## src/rtl/sab_pkg.sv

```systemverilog
// Shared types and constants for the sponge block assembler.
// Assumes the rate block is at most 256 bytes (8-bit byte positions are enough).
package sab_pkg;
    typedef enum logic [1:0] {
        ST_IDLE,
        ST_FILL,
        ST_DRAIN,
        ST_PRESENT
    } sab_state_t;

    typedef enum logic [1:0] {
        SRC_PREFIX,
        SRC_MEM,
        SRC_PAD
    } sab_src_t;

    localparam logic [7:0] SAB_SFX_XOF  = 8'h1F;
    localparam logic [7:0] SAB_SFX_HASH = 8'h06;
    localparam logic [7:0] SAB_PAD_END  = 8'h80;
endpackage

```

## src/rtl/sab_seq.sv

```systemverilog
// Sequencer: walks the global byte index, classifies each byte's source,
// drives the memory read address combinationally and runs the block handshake.
// Assumes the memory returns data exactly one cycle after the address.
module sab_seq
    import sab_pkg::*;
#(
    parameter int RATE_BYTES   = 136,
    parameter int PREFIX_BYTES = 32,
    parameter int LEN_W        = 11,
    localparam int G_W    = LEN_W + 2,
    localparam int POS_W  = $clog2(RATE_BYTES),
    localparam int PIDX_W = $clog2(PREFIX_BYTES)
) (
    input  logic              clk,
    input  logic              rst_n,
    input  logic              start_i,
    input  logic [LEN_W-1:0]  ct_len_i,
    input  logic              blk_ready_i,
    output logic              cap_en_o,
    output logic              req_vld_o,
    output logic [POS_W-1:0]  req_pos_o,
    output sab_src_t          req_src_o,
    output logic [PIDX_W-1:0] req_pidx_o,
    output logic              req_first_pad_o,
    output logic              req_final_o,
    output logic [LEN_W-1:0]  mem_addr_o,
    output logic              blk_valid_o,
    output logic              blk_last_o,
    output logic              busy_o,
    output logic              done_o
);
    localparam logic [G_W-1:0]   PFX_G     = G_W'(PREFIX_BYTES);
    localparam logic [G_W-1:0]   RATE_M1_G = G_W'(RATE_BYTES - 1);
    localparam logic [POS_W-1:0] POS_LAST  = POS_W'(RATE_BYTES - 1);

    sab_state_t       state_q;
    logic [G_W-1:0]   g_q;
    logic [POS_W-1:0] pos_q;
    logic [G_W-1:0]   total_q;
    logic             last_blk_q;
    logic [G_W-1:0]   total_nxt;

    assign total_nxt = PFX_G + G_W'(ct_len_i);
    assign cap_en_o  = (state_q == ST_IDLE) && start_i;

    // Control state, byte index, block position, total length and last-block flag.
    always_ff @(posedge clk) begin
        if (!rst_n) begin
            state_q    <= ST_IDLE;
            g_q        <= '0;
            pos_q      <= '0;
            total_q    <= '0;
            last_blk_q <= 1'b0;
            done_o     <= 1'b0;
        end else begin
            done_o <= 1'b0;
            unique case (state_q)
                ST_IDLE: begin
                    if (start_i) begin
                        total_q    <= total_nxt;
                        g_q        <= '0;
                        pos_q      <= '0;
                        last_blk_q <= (RATE_M1_G >= total_nxt);
                        state_q    <= ST_FILL;
                    end
                end
                ST_FILL: begin
                    g_q <= g_q + 1'b1;
                    if (pos_q == POS_LAST) begin
                        pos_q   <= '0;
                        state_q <= ST_DRAIN;
                    end else begin
                        pos_q <= pos_q + 1'b1;
                    end
                end
                ST_DRAIN: state_q <= ST_PRESENT;
                ST_PRESENT: begin
                    if (blk_ready_i) begin
                        if (last_blk_q) begin
                            state_q <= ST_IDLE;
                            done_o  <= 1'b1;
                        end else begin
                            last_blk_q <= (g_q + RATE_M1_G >= total_q);
                            state_q    <= ST_FILL;
                        end
                    end
                end
                default: state_q <= ST_IDLE;
            endcase
        end
    end

    // Source classification of the byte being issued this cycle.
    always_comb begin
        if (g_q < PFX_G)        req_src_o = SRC_PREFIX;
        else if (g_q < total_q) req_src_o = SRC_MEM;
        else                    req_src_o = SRC_PAD;
    end

    assign req_vld_o       = (state_q == ST_FILL);
    assign req_pos_o       = pos_q;
    assign req_pidx_o      = g_q[PIDX_W-1:0];
    assign req_first_pad_o = (g_q == total_q);
    assign req_final_o     = last_blk_q && (pos_q == POS_LAST);
    // Unregistered address, so that the read data lands in the next cycle.
    assign mem_addr_o      = (req_src_o == SRC_MEM) ? LEN_W'(g_q - PFX_G) : '0;

    assign blk_valid_o = (state_q == ST_PRESENT);
    assign blk_last_o  = (state_q == ST_PRESENT) && last_blk_q;
    assign busy_o      = (state_q != ST_IDLE);
endmodule

```

## src/rtl/sab_byte_mux.sv

```systemverilog
// Byte composer: holds the sampled prefix and suffix, delays each request by
// one cycle to meet the memory read data, and forms the byte to store.
// Assumes mem_rdata_i belongs to the address issued in the previous cycle.
module sab_byte_mux
    import sab_pkg::*;
#(
    parameter int RATE_BYTES   = 136,
    parameter int PREFIX_BYTES = 32,
    localparam int POS_W  = $clog2(RATE_BYTES),
    localparam int PIDX_W = $clog2(PREFIX_BYTES)
) (
    input  logic                      clk,
    input  logic                      rst_n,
    input  logic                      cap_en_i,
    input  logic [8*PREFIX_BYTES-1:0] prefix_i,
    input  logic                      suffix_sel_i,
    input  logic                      req_vld_i,
    input  logic [POS_W-1:0]          req_pos_i,
    input  sab_src_t                  req_src_i,
    input  logic [PIDX_W-1:0]         req_pidx_i,
    input  logic                      req_first_pad_i,
    input  logic                      req_final_i,
    input  logic [7:0]                mem_rdata_i,
    output logic                      wr_en_o,
    output logic [POS_W-1:0]          wr_pos_o,
    output logic [7:0]                wr_byte_o
);
    logic [8*PREFIX_BYTES-1:0] prefix_q;
    logic [7:0]                suffix_q;
    logic                      vld_d;
    logic [POS_W-1:0]          pos_d;
    sab_src_t                  src_d;
    logic [PIDX_W-1:0]         pidx_d;
    logic                      first_d;
    logic                      final_d;
    logic [7:0]                base_byte;

    // Capture the prefix and the suffix byte at run start.
    always_ff @(posedge clk) begin
        if (!rst_n) begin
            prefix_q <= '0;
            suffix_q <= SAB_SFX_XOF;
        end else if (cap_en_i) begin
            prefix_q <= prefix_i;
            suffix_q <= suffix_sel_i ? SAB_SFX_HASH : SAB_SFX_XOF;
        end
    end

    // Delay the request by one cycle to line it up with the memory data.
    always_ff @(posedge clk) begin
        if (!rst_n) begin
            vld_d   <= 1'b0;
            pos_d   <= '0;
            src_d   <= SRC_PAD;
            pidx_d  <= '0;
            first_d <= 1'b0;
            final_d <= 1'b0;
        end else begin
            vld_d   <= req_vld_i;
            pos_d   <= req_pos_i;
            src_d   <= req_src_i;
            pidx_d  <= req_pidx_i;
            first_d <= req_first_pad_i;
            final_d <= req_final_i;
        end
    end

    // Select the byte source and apply the closing pad bit.
    always_comb begin
        unique case (src_d)
            SRC_PREFIX: base_byte = prefix_q[{pidx_d, 3'b000} +: 8];
            SRC_MEM:    base_byte = mem_rdata_i;
            default:    base_byte = first_d ? suffix_q : 8'h00;
        endcase
        wr_byte_o = base_byte | (final_d ? SAB_PAD_END : 8'h00);
    end

    assign wr_en_o  = vld_d;
    assign wr_pos_o = pos_d;
endmodule

```

## src/rtl/sab_block_buf.sv

```systemverilog
// Block buffer: one register per byte lane, written by position and
// read out as a single wide word. Assumes no writes while a block is presented.
module sab_block_buf #(
    parameter int RATE_BYTES = 136,
    localparam int POS_W = $clog2(RATE_BYTES)
) (
    input  logic                    clk,
    input  logic                    rst_n,
    input  logic                    wr_en_i,
    input  logic [POS_W-1:0]        wr_pos_i,
    input  logic [7:0]              wr_byte_i,
    output logic [8*RATE_BYTES-1:0] data_o
);
    for (genvar i = 0; i < RATE_BYTES; i++) begin : g_lane
        logic [7:0] lane_q;
        // Write this lane when the position matches.
        always_ff @(posedge clk) begin
            if (!rst_n)
                lane_q <= '0;
            else if (wr_en_i && (wr_pos_i == POS_W'(i)))
                lane_q <= wr_byte_i;
        end
        assign data_o[8*i +: 8] = lane_q;
    end
endmodule

```

## src/rtl/sponge_block_assembler.sv

```systemverilog
// Top: builds padded sponge rate blocks from a register-held prefix followed
// by bytes from a synchronous memory, and presents them over valid/ready.
// Assumes a one-cycle registered memory read and PREFIX_BYTES <= RATE_BYTES.
module sponge_block_assembler
    import sab_pkg::*;
#(
    parameter int RATE_BYTES   = 136,
    parameter int PREFIX_BYTES = 32,
    parameter int LEN_W        = 11
) (
    input  logic                      clk,
    input  logic                      rst_n,
    input  logic                      start_i,
    input  logic                      suffix_sel_i,
    input  logic [LEN_W-1:0]          ct_len_i,
    input  logic [8*PREFIX_BYTES-1:0] prefix_i,
    output logic [LEN_W-1:0]          mem_addr_o,
    input  logic [7:0]                mem_rdata_i,
    output logic                      blk_valid_o,
    input  logic                      blk_ready_i,
    output logic [8*RATE_BYTES-1:0]   blk_data_o,
    output logic                      blk_last_o,
    output logic                      busy_o,
    output logic                      done_o
);
    localparam int POS_W  = $clog2(RATE_BYTES);
    localparam int PIDX_W = $clog2(PREFIX_BYTES);

    logic              cap_en;
    logic              req_vld;
    logic [POS_W-1:0]  req_pos;
    sab_src_t          req_src;
    logic [PIDX_W-1:0] req_pidx;
    logic              req_first_pad;
    logic              req_final;
    logic              wr_en;
    logic [POS_W-1:0]  wr_pos;
    logic [7:0]        wr_byte;

    sab_seq #(
        .RATE_BYTES  (RATE_BYTES),
        .PREFIX_BYTES(PREFIX_BYTES),
        .LEN_W       (LEN_W)
    ) u_seq (
        .clk            (clk),
        .rst_n          (rst_n),
        .start_i        (start_i),
        .ct_len_i       (ct_len_i),
        .blk_ready_i    (blk_ready_i),
        .cap_en_o       (cap_en),
        .req_vld_o      (req_vld),
        .req_pos_o      (req_pos),
        .req_src_o      (req_src),
        .req_pidx_o     (req_pidx),
        .req_first_pad_o(req_first_pad),
        .req_final_o    (req_final),
        .mem_addr_o     (mem_addr_o),
        .blk_valid_o    (blk_valid_o),
        .blk_last_o     (blk_last_o),
        .busy_o         (busy_o),
        .done_o         (done_o)
    );

    sab_byte_mux #(
        .RATE_BYTES  (RATE_BYTES),
        .PREFIX_BYTES(PREFIX_BYTES)
    ) u_mux (
        .clk            (clk),
        .rst_n          (rst_n),
        .cap_en_i       (cap_en),
        .prefix_i       (prefix_i),
        .suffix_sel_i   (suffix_sel_i),
        .req_vld_i      (req_vld),
        .req_pos_i      (req_pos),
        .req_src_i      (req_src),
        .req_pidx_i     (req_pidx),
        .req_first_pad_i(req_first_pad),
        .req_final_i    (req_final),
        .mem_rdata_i    (mem_rdata_i),
        .wr_en_o        (wr_en),
        .wr_pos_o       (wr_pos),
        .wr_byte_o      (wr_byte)
    );

    sab_block_buf #(
        .RATE_BYTES(RATE_BYTES)
    ) u_buf (
        .clk      (clk),
        .rst_n    (rst_n),
        .wr_en_i  (wr_en),
        .wr_pos_i (wr_pos),
        .wr_byte_i(wr_byte),
        .data_o   (blk_data_o)
    );
endmodule

```

## config.mk

```make
export PLATFORM = sky130hd
export DESIGN_NAME = sponge_block_assembler
export DESIGN_NICKNAME = d
export VERILOG_FILES = /design/src/rtl/sab_pkg.sv /design/src/rtl/sab_seq.sv /design/src/rtl/sab_byte_mux.sv /design/src/rtl/sab_block_buf.sv /design/src/rtl/sponge_block_assembler.sv
export SDC_FILE = /design/constraint.sdc
export NUM_CORES = 2
export LEC_CHECK = 0
export CAP_MARGIN = 5
export CORE_AREA = 10 10 535 537
export DETAILED_ROUTE_END_ITERATION = 12
export DIE_AREA = 0 0 545 547
export HOLD_SLACK_MARGIN = 0.08
export PLACE_DENSITY_LB_ADDON = 0.15
export SLEW_MARGIN = 20
export SYNTH_ARGS = -nofsm -noshare
export SYNTH_HDL_FRONTEND = slang
export SYNTH_SLANG_ARGS = --single-unit
```

## constraint.sdc

```tcl
create_clock -name clk -period 2.45 [get_ports clk]
set_input_delay 0.49 -clock clk [delete_from_list [all_inputs] [get_ports clk]]
set_output_delay 0.49 -clock clk [all_outputs]
set_load 0.01 [all_outputs]
```

# Word-level counts from Yosys, hierarchy flattened

Cells that the tools add are included.

$add $sub $neg: 5
Equality and inequality tests: 145
Magnitude comparators: 4
Bitwise gates (word level): 1
Muxes and demuxes: 22
Reductions and logical operators: 150
Shifts and indexed selects: 1

Operators by type and width:

| operator                | count |
|---|---|
| $eq A8 B7 Y1 const B    | 64 |
| $eq A8 B6 Y1 const B    | 32 |
| $shiftx A256 B9 Y8      | 1 |
| $logic_and A1 B1 Y1     | 139 |
| $eq A8 B5 Y1 const B    | 16 |
| $eq A8 B8 Y1 const B    | 9 |
| $eq A8 B4 Y1 const B    | 8 |
| $eq A8 B3 Y1 const B    | 4 |
| $mux W8                 | 4 |
| $pmux W8 S2             | 2 |
| $pmux W13 S2            | 1 |
| $eq A8 B2 Y1 const B    | 2 |
| $add A13 B1 Y13 const B | 1 |
| $add A13 B8 Y13 const B | 1 |
| $eq A13 B13 Y1          | 1 |
| $ge A13 B13 Y1          | 1 |
| $ge A8 B13 Y1 const A   | 1 |
| $lt A13 B13 Y1          | 1 |
| $lt A13 B6 Y1 const B   | 1 |
| $mux W13                | 1 |
| $add A6 B11 Y12 const A | 1 |
| $mux W11                | 1 |
| $sub A11 B6 Y11 const B | 1 |
| $mux W2                 | 5 |
| 16 further kinds        | 30 |

Output and inout port bits: 1103
Bits in registers: 1408
Bits of input ports: 280
Logic and storage cells: 478

# Longest topological paths before layout

Depth in word-level cells: 5
Mapped depth: 12
Depth with buffers taken out: 12

# By module

From an unflattened synthesis, not the netlist that was laid out.

Cells, all modules: 5181
Area total of the unflattened synthesis: 55026.5 um^2

Modules (own cells, without submodules):

| module        | times used | cells each | seq. area each (um^2) | area an instance (um^2) |
|---|---|---|---|---|
| sab_block_buf | 1          | 3741       | 21780.9               | 39852.0 |
| sab_byte_mux  | 1          | 1107       | 5505.3                | 12383.1 |
| sab_seq       | 1          | 333        | 740.7                 | 2791.4 |

# Worst setup path before layout

Ideal clock, no wire load.

Kind: register to register
From: register u_seq.g_q[0]
To: register u_seq.last_blk_q
Path buffers: 0
Setup slack: -0.165 ns
Library setup time: 0.139 ns
Clock period less this slack: 2.615 ns
Required time: 2.311 ns
Stages on the path, launching flop included: 13
Data arrival time: 2.476 ns
Path through: dfxtp_1 > inv_1 > ha_1 > nand2b_1 > a31oi_1 > nor2_1 > xor2_1 > ha_1 > a211o_1 > a21oi_1 > o211ai_1 > a2111oi_0 > a211oi_1

Cells in the longest elaborated chain, start to end: 5

Ends and longest elaborated chain:

| item                     | line          | source |
|---|---|---|
| start: declaration       | sab_seq.sv:37 | `logic [G_W-1:0] g_q;` |
| start signal: assignment | sab_seq.sv:68 | `g_q <= g_q + 1'b1;` |
| $add A13 B8 Y13          | sab_seq.sv:83 | `last_blk_q <= (g_q + RATE_M1_G >= total_q);` |
| $ge A13 B13 Y1           | sab_seq.sv:83 |  |
| $mux W1                  | sab_seq.sv:79 | `if (last_blk_q) begin` |
| $mux W1                  | sab_seq.sv:78 | `if (blk_ready_i) begin` |
| $pmux W1 S2              | sab_seq.sv:57 | `unique case (state_q)` |
| end signal: assignment   | sab_seq.sv:63 | `last_blk_q <= (RATE_M1_G >= total_nxt);` |
| end signal: assignment   | sab_seq.sv:83 |  |
| end: declaration         | sab_seq.sv:40 | `logic last_blk_q;` |

No other way between the ends. The select of a mux whose other input is x is not followed.
A chain may end at the register's enable or synchronous reset.

# Final worst setup path

From: register u_seq.total_q[1]
To: output port mem_addr_o[10]

Cells in the longest elaborated chain, start to end: 5

Ends and longest elaborated chain:

| item                     | line                         | source |
|---|---|---|
| start: declaration       | sab_seq.sv:39                | `logic [G_W-1:0] total_q;` |
| start signal: assignment | sab_seq.sv:60                | `total_q <= total_nxt;` |
| $lt A13 B13 Y1           | sab_seq.sv:96                | `else if (g_q < total_q) req_src_o = SRC_MEM;` |
| $mux W2                  | sab_seq.sv:96                |  |
| $mux W2                  | sab_seq.sv:95                | `if (g_q < PFX_G) req_src_o = SRC_PREFIX;` |
| $eq A2 B1 Y1             | sab_seq.sv:106               | `assign mem_addr_o = (req_src_o == SRC_MEM) ? LEN_W'(g_q - PFX_G) : '0;` |
| $mux W11                 | sab_seq.sv:106               |  |
| end: declaration         | sponge_block_assembler.sv:17 | `output logic [LEN_W-1:0] mem_addr_o,` |

No other way between the ends.

==> flow_metrics.env <==
export IMPL_ff2ff_setup_slack_ps=-370
export IMPL_start_util=0.2079
export IMPL_cp_depth=10
export IMPL_cp_slowest_cell="dfxtp_2"
export IMPL_max_freq_mhz=288.8
export IMPL_worstMarginPinSlew_ps=1070
export IMPL_synth_edf_count=0
export IMPL_dieHeight_microns=547
export IMPL_ir_drop_mv=0.6217
export IMPL_grt_max_degree=169
export IMPL_path_cells="inv_1, ha_1, nor2b_1, o21a_1, o21ai_2, buf_4, a2111oi_4, buf_12, nor4_1, clkdlybuf4s15_2"
export IMPL_critical_path_top_delay_family="buffers and inverters"
export IMPL_remaining_drc_errors=0
export IMPL_post_route_min_period_ps=3463
export IMPL_status="finished, violations left"
export IMPL_required_ps=1960
export IMPL_grt_pass1_wl_microns=541500
export IMPL_ys_types=63
export IMPL_synth_area_sq_um=57280
export IMPL_nFillCells=27656
export IMPL_crit_path_start="u_seq.total_q[1]$_SDFFE_PN0P_"
export IMPL_cts_made_buffers=167
export IMPL_hold_slack_ps=185.7
export IMPL_gp_congestion=0.8629
export IMPL_grt_overflow=0
export IMPL_avgSynthCellArea_sq_um=9.141
export IMPL_maxSlewViolCount=0
export IMPL_clk_pin_slew_ps=60
export IMPL_drt_pass1_iterations=6
export IMPL_netlist_instances=6267
export IMPL_dieArea_sq_um=298100
export IMPL_ys_seq_area_frac=0.4893
export IMPL_grt_use_met1=0.3214
export IMPL_cts_sinks=1400
export IMPL_muxShareOfSynthArea=0.02510
export IMPL_synth_largest_area_cell="dfxtp_1"
export IMPL_min_path_cells=3
export IMPL_cap_violations=0
export IMPL_synthSimpleGateAreaFrac=0.1242
export IMPL_antenna_found_initial=37
export IMPL_drt_vias_per_instance=5.387
export IMPL_die_x_microns=545
export IMPL_p_leak_nw=32.15
export IMPL_violations="negative setup slack"
export IMPL_fin_nets=8322
export IMPL_worst_slack_ps=-1013
export IMPL_insertion_delay_ps=870
export IMPL_wl_microns=416300
export IMPL_syn_nets=6581
export IMPL_cp_endpoint="mem_addr_o[10]"
export IMPL_cts_tree="yes"
export IMPL_hold_violations=0
export IMPL_crit_buf_inv=4
export IMPL_io_pins=1383
export IMPL_ys_seq_elements=1400
export IMPL_cp_start_kind="flop"
export IMPL_rows=193
export IMPL_ff2ff_path_depth=14
export IMPL_portBuffers=1382
export IMPL_met3_usage=0.06361
export IMPL_setup_viol=1117
export IMPL_yosysTopAreaCellShare=0.4893
export IMPL_async_reset_ff_frac=0
export IMPL_synth_compound_area_frac=0.2945
export IMPL_grtUsageMet2=0.4185
export IMPL_core_area_sq_um=275500
export IMPL_ctsRootBufferMaster="clkbuf_16"
export IMPL_clock_skew_ps=97.30
export IMPL_max_stage_delay_ps=330
export IMPL_crit_type="reg -> out"
export IMPL_drive_above_1_share=0.2109
export IMPL_synth_xor_area_share=0.005046
export IMPL_r2r_end="u_buf.g_lane[70].lane_q[3]$_SDFFE_PN0P_"
export IMPL_grt_pass1_vias=60010
export IMPL_worst_setup_path_end_kind="primary output"
export IMPL_cp_arrival_ps=2970
export IMPL_grtUsageTotal=0.2560
export IMPL_ant_nets=0
export IMPL_grt_busiest_layer="met2"
export IMPL_ys_warn_count=0
export IMPL_rsz0062_at_grt="yes"
export IMPL_synth_fa_ha_area_frac=0.007426
export IMPL_synth_area_top_cells="dfxtp_1 (49%), o31ai_1 (11%), a31oi_1 (8.9%)"
export IMPL_fin_crit_sh=1.413
export IMPL_first_iter_violations=7023
export IMPL_worst_hold_path_type="in -> reg"
export IMPL_crit_path_max_fanout=12
export IMPL_p_per_area_nw_per_um2=698.6
export IMPL_synth_top_family_by_area="compound AO/OA/AOI/OAI gates"
export IMPL_vias=63870
export IMPL_relSlewSlack=0.2867
export IMPL_dp_hpwl_microns=283700
export IMPL_fin_util=0.3437
export IMPL_clockBufferDepth=3
export IMPL_avgRoutedWirePerCell_microns=35.11
export IMPL_synthFlopType="dfxtp_1"
export IMPL_htree_levels=4
export IMPL_syn_to_final_growth_pct=65.30
export IMPL_reg2reg_from="u_mux.pidx_d[0]$_SDFF_PN0_"
-- worst min path at each step --
stage / to / start / slack [ps]
CTS: u_seq.req_pos_o[6]$_SDFFE_PN0P_ / rst_n / 120
global route: u_seq.req_pos_o[6]$_SDFFE_PN0P_ / rst_n / 150
finish: u_seq.req_pos_o[6]$_SDFFE_PN0P_ / rst_n / 190
global placement: u_seq.total_q[10]$_SDFFE_PN0P_ / u_seq.total_q[10]$_SDFFE_PN0P_ / 450
floorplan: u_seq.total_q[10]$_SDFFE_PN0P_ / u_seq.total_q[10]$_SDFFE_PN0P_ / 430
detailed placement: u_seq.total_q[10]$_SDFFE_PN0P_ / u_seq.total_q[10]$_SDFFE_PN0P_ / 460
-- power by group --
group | internal, W | total [W] | leakage (nW) | switching (W)
Clock | 0.0145 | 0.0258 | 2.74 | 0.0113
Sequential | 0.0238 | 0.0245 | 11.3 | 0.000717
Combinational | 0.00661 | 0.0159 | 18.1 | 0.00928
Total | 0.0449 | 0.0661 | 32.2 | 0.0213
-- layout by cell type, fill, tap and decap left out, types with 43 or more instances in the layout --
cell type and count:
nand2_1 174, clkdlybuf4s50_1 1366, o31ai_4 127, o221ai_2 79, clkbuf_16 198, clkbuf_8 45
nor2_1 856, o31ai_2 147, clkbuf_1 43, buf_4 517, a31oi_1 816, o31ai_1 542
nand3_1 408, mux2i_1 72, dfxtp_1 1395, a22o_1 282, buf_16 77, buf_12 218
o221ai_1 192
-- registers in the layout (all words and copies together) (netlist names) --
| name | flops |
|---|---|
| u_mux.pidx_d | 5 |
| u_mux.first_d | 1 |
| u_mux.suffix_q | 1 |
| u_seq.state_q | 2 |
| u_seq.g_q | 13 |
| u_seq.total_q | 12 |
| u_buf.g_lane.lane_q | 1088 |
| u_mux.prefix_q | 256 |
| u_mux.final_d | 1 |
| u_seq.req_pos_o | 8 |
| u_mux.wr_en_o | 1 |
| u_mux.src_d | 2 |
| u_seq.last_blk_q | 1 |
| u_seq.done_o | 1 |
| u_mux.wr_pos_o | 8 |
-- synth_stat cells, drive strengths merged (13+ instances only) --
library cell  number
nor2b             16
nand4             30
xor2              13
o31ai            816
ha                34
nor4              13
and2              24
buf              152
o21ai             32
nand2            179
nand3            418
a31oi            817
nor2             872
inv               22
clkbuf           592
a22oi             15
mux4              18
xnor2             20
o221ai           272
mux2              17
mux2i             84
a22o             282
dfxtp           1400
-- area by class of cell --
class	count	area [sq um]	area share
clock inverter	45	649.4	0.006858
multi-input combinational	4101	29970	0.3165
antenna	12	30.03	0.0003171
timing repair buffer	2316	26300	0.2778
clock buffer	256	4985	0.05264
tap	3705	4636	0.04896
inverter	22	85.08	0.0008985
sequential	1400	28040	0.2961
-- routing by layer --
layer  vias up  wire length, microns
met3       663                 36490
met2      3422                190900
met4        24                 19980
li1      27736                     -
met5         -                   152
met1     32025                168700
-- kinds of logic (layout without fill, tap and decap cells) --
family                     Yosys count  after routing
adders and majority gates           34             34
xor gates and xnor gates            33             33
AOI/OAI and AO/OA                 2291           2291
DFF                               1400           1400
muxes                              119            119
other                                0             12
and+or+nand+nor                   1624           1624
buffers and inverters              766           2639
-- what timing repair did --
item | in CTS | in global routing
pin swaps | 119 | 137
buffers inserted | 96 | 28
cloned | 63 | 33
resized for setup | 412 | 485
hold buffers | 0 | 0
endpoints found under the setup margin | 1240 | 1176
-- stage by stage --
stage / worst slack (ps) / setup TNS (ps) / power (W) / instance area, sq um / instances
final: -1013 / -224720 / 0.06615 / 94690 / 11857
after global routing: -1128 / -291030 / 0.06802 / 94670 / 11850
after CTS: -1084 / -222870 / 0.06492 / 91090 / 11794
after detailed placement: -587.5 / -182950 / 0.03577 / 80940 / 11341
after global placement: -642.0 / -157170 / 0.03570 / 80940 / 11341
after floorplan: 12.62 / 0 / 0.02943 / 57330 / 6267
-- worst reg2reg max path, cell delays in order, from the launching register on --
cell	delay, ps
dfxtp_4	350
buf_12	130
buf_6	110
buf_8	120
buf_12	130
buf_6	110
buf_6	120
mux2i_4	210
a221oi_4	360
buf_4	180
o2bb2ai_4	60
buf_12	160
buf_12	140
buf_6	230
o31ai_1	340
Power figures use the tool's default switching activity.
